### src/rtl/hec_pkg.sv
package hec_pkg;
  localparam int CELL_BYTES = 53;
  localparam int HDR_BYTES  = 4;
  localparam int HDR_BITS   = HDR_BYTES * 8;
  localparam int CW_BITS    = HDR_BITS + 8;
  localparam int POS_W      = $clog2(CELL_BYTES);
  localparam int ALIGN      = HDR_BYTES + 1;  // delay stages so the fix mask is ready for byte 0
  localparam logic [POS_W-1:0] HEC_POS  = POS_W'(HDR_BYTES);
  localparam logic [POS_W-1:0] LAST_POS = POS_W'(CELL_BYTES - 1);

  typedef enum logic [1:0] {
    POL_PASS    = 2'b00,
    POL_FIX     = 2'b01,
    POL_DROP    = 2'b10,
    POL_FIXDROP = 2'b11
  } hec_pol_e;

  typedef struct packed {
    logic             vld;
    logic [POS_W-1:0] pos;
    logic [7:0]       dat;
  } beat_t;

  // bit-serial CRC-8, poly x^8+x^2+x+1, zero init, msb first
  function automatic logic [7:0] crc8_hdr(input logic [HDR_BITS-1:0] h);
    logic [7:0] c;
    logic       fb;
    c = '0;
    for (int i = HDR_BITS - 1; i >= 0; i--) begin
      fb = c[7] ^ h[i];
      c  = {c[6:0], 1'b0};
      if (fb) c = c ^ 8'h07;
    end
    return c;
  endfunction
endpackage

### src/rtl/hec_syndrome.sv
module hec_syndrome
  import hec_pkg::*;
#(
  parameter logic [7:0] COSET = 8'h55
) (
  input  logic [HDR_BITS-1:0] hdr_i,
  input  logic [7:0]          hec_i,
  output logic [CW_BITS-1:0]  flip_o,
  output logic                err_o,
  output logic                single_o
);
  logic [7:0]         syn;
  logic [CW_BITS-1:0] hit;

  assign syn = crc8_hdr(hdr_i) ^ COSET ^ hec_i;

  // one comparator per codeword bit; header patterns are the linear CRC of a unit vector
  for (genvar k = 0; k < CW_BITS; k++) begin : g_pat
    if (k < 8) begin : g_chk
      assign hit[k] = (syn == 8'(1 << k));
    end else begin : g_hdr
      localparam logic [7:0] PAT = crc8_hdr(HDR_BITS'(1) << (k - 8));
      assign hit[k] = (syn == PAT);
    end
  end

  assign flip_o   = hit;
  assign err_o    = |syn;
  assign single_o = |hit;
endmodule

### config.mk
export PLATFORM = sky130hd
export DESIGN_NAME = hec_syndrome
export DESIGN_NICKNAME = d
export VERILOG_FILES = /design/src/rtl/hec_pkg.sv /design/src/rtl/hec_syndrome.sv
export SDC_FILE = /design/constraint.sdc
export NUM_CORES = 1
export LEC_CHECK = 0
export BUFFER_PORTS_ARGS = -buffer_cell sky130_fd_sc_hd__buf_4
export CAP_MARGIN = 20
export CORE_UTILIZATION = 51
export DETAILED_ROUTE_END_ITERATION = 6
export GPL_TIMING_DRIVEN = 0
export PLACE_DENSITY_LB_ADDON = 0.12
export SLEW_MARGIN = 20
export SYNTH_ARGS = -nofsm -noshare
export SYNTH_HDL_FRONTEND = slang
export SYNTH_SLANG_ARGS = --single-unit
### constraint.sdc
create_clock -name vclk -period 5.5
set_clock_uncertainty 0.2 [all_clocks]
set_input_delay 0.55 -clock vclk [all_inputs]
set_output_delay 0.55 -clock vclk [all_outputs]
set_load 0.1 [all_outputs]
## Word-level counts from Yosys, hierarchy flattened

Cells that the tools add are included.

| storage, ports and cells | value |
|---|---|
| flip-flop bits (word level) | 0 |
| bits of input ports | 40 |
| logic and storage cells | 138 |

| cells by class | value |
|---|---|
| muxes and demuxes | 32 |
| reduce and logical (&&, ||, !) cells | 2 |
| bitwise gates (word level) | 64 |
| equality and inequality tests | 40 |

Operator list:

| operator | number |
|---|---|
| 8-bit == test (second input constant) | 14 |
| 3-bit 2-to-1 mux | 32 |
| 3-bit NOT | 31 |
| 8-bit by 7-bit == test with 1-bit output (second input constant) | 10 |
| 8-bit by 6-bit == test with 1-bit output (second input constant) | 5 |
| 40-bit OR reduction | 1 |
| 8-bit by 5-bit == test with 1-bit output (second input constant) | 4 |
| 1-bit bitwise XOR | 26 |
| 8-bit by 4-bit == test with 1-bit output (second input constant) | 3 |
| 8-bit by 3-bit == test with 1-bit output (second input constant) | 2 |
| 8-bit by 1-bit == test with 1-bit output (second input constant) | 1 |
| 8-bit by 2-bit == test with 1-bit output (second input constant) | 1 |
| 8-bit OR reduction | 1 |
| 8-bit bitwise XOR | 1 |
| 1-bit bitwise XOR (first input constant) | 5 |
| 4-bit NOT | 1 |

## Depth between registers and ports, before layout

| depth | value |
|---|---|
| depth in word-level cells | 67 |
| depth in mapped cells | 11 |
| gate-level depth less buffers | 10 |

## Least setup slack after synthesis

No wires, ideal clock.

| path | value |
|---|---|
| path type | input port to output port |
| from | in hdr_i[30] |
| to | out single_o |
| data arrival time | 6.700 ns |
| slack | -1.950 ns |
| data required time | 4.750 ns |
| cell stages on the path | 10 |
| cells stage by stage | xnor3_2 -> xnor2_2 -> xor3_2 -> xor3_4 -> nor3_1 -> a21oi_2 -> nor4_1 -> nor4_1 -> nand4_1 -> or4_1 |

| between the ends | value |
|---|---|
| word-level cells in the longest chain between the ends | 28 |
| elaborated cells between the ends (all ways) | 116 |
| those cells by class | 40 x eq/ne; 27 x mux; 48 x bitwise; 1 x reduce/logical |

Ends and longest elaborated chain:

| element | line | text |
|---|---|---|
| start, declared | hec_syndrome.sv:6 | `input logic [HDR_BITS-1:0] hdr_i,` |
| 1-bit bitwise XOR (*) | hec_pkg.sv:30 | `fb = c[7] ^ h[i];` |
| 3-bit 2-to-1 mux (*) | hec_pkg.sv:32 | `if (fb) c = c ^ 8'h07;` |
| 3-bit NOT (no line) | -- |  |
| 3-bit 2-to-1 mux | hec_pkg.sv:32 |  |
| 3-bit NOT (no line) | -- |  |
| 3-bit 2-to-1 mux | hec_pkg.sv:32 |  |
| 1-bit bitwise XOR | hec_pkg.sv:30 |  |
| 3-bit 2-to-1 mux | hec_pkg.sv:32 |  |
| [13 not listed] | -- |  |
| 3-bit 2-to-1 mux | hec_pkg.sv:32 |  |
| 3-bit NOT (no line) | -- |  |
| 3-bit 2-to-1 mux | hec_pkg.sv:32 |  |
| 4-bit NOT (no line) | -- |  |
| 8-bit bitwise XOR (*) | hec_syndrome.sv:15 | `assign syn = crc8_hdr(hdr_i) ^ COSET ^ hec_i;` |
| 8-bit by 6-bit == test with 1-bit output (*) | hec_syndrome.sv:23 | `assign hit[k] = (syn == PAT);` |
| named net flip_o[11] | hec_syndrome.sv:8 | `output logic [CW_BITS-1:0] flip_o,` |
| 40-bit OR reduction (*) | hec_syndrome.sv:29 | `assign single_o = \|hit;` |
| end, declared | hec_syndrome.sv:10 | `output logic single_o` |

The timed path passes the listed nets; every way through them passes the cells marked *.

## Worst setup path after layout

| path | value |
|---|---|
| from | in hdr_i[30] |
| to | out single_o |

| between the ends | value |
|---|---|
| word-level cells in the longest chain between the ends | 28 |
| elaborated cells between the ends (all ways) | 116 |
| those cells by class | 40 x eq/ne; 27 x mux; 48 x bitwise; 1 x reduce/logical |

Ends and longest elaborated chain:

| element | line | text |
|---|---|---|
| 1-bit bitwise XOR (*) | hec_pkg.sv:30 |  |
| 3-bit 2-to-1 mux (*) | hec_pkg.sv:32 |  |
| 3-bit NOT (no line) | -- |  |
| 3-bit 2-to-1 mux | hec_pkg.sv:32 |  |
| 3-bit NOT (no line) | -- |  |
| 3-bit 2-to-1 mux | hec_pkg.sv:32 |  |
| 1-bit bitwise XOR | hec_pkg.sv:30 |  |
| 3-bit 2-to-1 mux | hec_pkg.sv:32 |  |
| [12 not listed] | -- |  |
| 3-bit NOT (no line) | -- |  |
| 3-bit 2-to-1 mux | hec_pkg.sv:32 |  |
| 3-bit NOT (no line) | -- |  |
| 3-bit 2-to-1 mux | hec_pkg.sv:32 |  |
| 4-bit NOT (no line) | -- |  |
| 8-bit bitwise XOR (*) | hec_syndrome.sv:15 |  |
| 8-bit by 1-bit == test with 1-bit output, or another cell as far along | hec_syndrome.sv:20 | `assign hit[k] = (syn == 8'(1 << k));` |
| 40-bit OR reduction (*) | hec_syndrome.sv:29 |  |

Mark *: on every way between the ends. The rest lies on a longest branch, timed or not.

==> results.py <==
metrics = {
    "timing": {
        "relSlewSlack_pct": 46.3,
        "slew_violations": 0,
        "layout_setup_ws_ns": 0.225,
        "holdWs_ns": 1.80,
        "tightest_slew_ns": 0.806,
        "final.setup.tns_ns": 0,
        "min_period_ns": 5.28,
        "rsz0062_at_grt": "no",
        "fmax_mhz": 190,
        "hold_viol_final": 0,
        "finalCritPeriodShare_pct": 95.9,
        "finalSetupViolations": 0,
    },
    "hold_path": {
        "hp-class": "input pin to primary output",
        "hold_depth": 5,
    },
    "route": {
        "drc_errors": 0,
        "drtPass1Iterations": 4,
        "drt_wl_total_um": 5240,
        "num_vias": 1897,
        "final_antenna_net_count": 0,
        "routedWlPerCell_um": 15.3,
        "drt_iter0_markers": 104,
        "vias_per_cell": 5.55,
    },
    "setup_path": {
        "cp.required_ns": 4.75,
        "worstSetupEndpointType": "primary output",
        "crit_type": "input pin to primary output",
        "worst_setup_path_start_kind": "input pin",
        "worstPathMaxFanout": 9,
        "arrival_ns": 4.53,
    },
    "floorplanning": {
        "boundaryPins": 82,
        "std_cell_rows": 21,
        "fp.dieH_um": 62.5,
        "start_util_pct": 54.6,
        "core-area_um2": 3420,
        "die_w_um": 62.5,
        "die_area_um2": 3900,
    },
    "outcome": {
        "outcome": "finished clean",
    },
    "synthesis": {
        "yosysMostFrequentCell": "xnor2_1",
        "synth.area.mux_share_pct": 7.11,
        "synth_compound_area_share_pct": 6.84,
        "yosysTopAreaCell": "xnor2_1",
        "synth_nets": 253,
        "ys_warn_count": 0,
        "syn_area_um2": 1870,
        "synth_fa_ha_area_share_pct": 0,
        "synth_cell_types": 44,
        "synth_top_family_by_area": "XOR/XNOR gates",
        "synth_common_cells": "xnor2_1, nor2_1, nor3_1, nor4_1, xnor3_1",
        "synthSimpleGateAreaFrac_pct": 28.4,
        "syn_inst": 213,
        "avgSynthCellArea_um2": 8.76,
        "yosysSeqAreaShare_pct": 0,
        "synth_area_leaders": "xnor2_1, xnor3_1, xnor2_2, nor2_1, xor2_1",
        "synth_xor_area_share_pct": 55.7,
        "synth_top_area_share_pct": 18.8,
    },
    "final_layout": {
        "drive_gt1_share_pct": 44.6,
        "register_area_um2": 0,
        "nNetsFinal": 338,
        "syn2layout_area_growth_pct": 42.5,
        "final_core_util_pct": 77.8,
        "clkbuf_count": 0,
        "nFlopsAndLatches": 0,
        "insertedDiodeCount": 0,
    },
    "global_route": {
        "grt_max_degree": 11,
        "antenna_found_initial": 0,
        "grt_pass1_vias": 1862,
        "track_usage_pct": 27.3,
        "grt-ovfl-total": 0,
        "grt_first_pass_wirelength_um": 8730,
    },
    "clocking": {
        "cts_resized": 0,
        "post-cts-setup-buffers": 0,
        "hold_buffers": 0,
    },
    "job": {
        "drv_cap": 0,
    },
    "placement": {
        "routabilityCongestion": 0.928,
        "dp_slack_ns": 0.0332,
        "port_buffers": 82,
        "dp_hpwl_um": 4370,
    },
}
==> cell usage in the layout (no fill, tap or decap), types with 3 or more instances in the layout <==
cell type / n
and2_1: 4
buf_4: 82
clkbuf_1: 3
mux2i_1: 8
mux2i_2: 3
nand3_1: 3
nor2_1: 33
nor3_1: 12
nor3_2: 3
nor4_1: 4
nor4_2: 10
nor4_4: 3
or2_2: 9
or3_1: 8
xnor2_1: 40
xnor2_2: 9
xnor3_1: 15
xor2_1: 12
==> cell families after synthesis <==
group,after synthesis
and+or+nand+nor,98
xor gates and xnor gates,80
AOI/OAI and AO/OA,16
muxes,12
buffers and inverters,7
==> worst max-delay path, stage by stage <==
cell and delay [ns]:
buf_4 0.11, xnor3_2 0.48, xnor2_2 0.24, xor3_2 0.54, xor3_4 0.56, and3_4 0.24
nor2_2 0.44, or2_2 0.26, a2bb2oi_1 0.20, o2111ai_1 0.11, or4_1 0.54, buf_4 0.25
==> routing by layer <==
| metal | wire [um] | vias to the layer above | track usage [%] |
|---|---|---|---|
| li1 | - | 932 | - |
| met1 | 2040 | 866 | 36.9 |
| met2 | 2660 | 99 | 50.7 |
| met3 | 537 | 0 | 1.09 |
| met4 | 0 | 0 | 0.291 |
| met5 | 0 | - | 0 |
==> layout make-up <==
class	instances	area, um2
multi-input cells	206	1940
plain buffers	7	37.5
repair buffers	83	623
well taps	46	57.6
fillers	261	757
==> final timing paths <==
check / end / start
max: single_o / hdr_i[30]
min: flip_o[37] / hdr_i[5]
==> per-stage QoR <==
stage / area, um2 / instances
6_report: 2660 / 342
5_1_grt: 2660 / 342
4_1_cts: 2650 / 341
3_5_place_dp: 2650 / 341
3_3_place_gp: 2650 / 341
2_1_floorplan: 1980 / 213
Power is left out: the tool's default activity adds up to more than one toggle a clock period on the data nets, which glitch-free logic cannot reach.
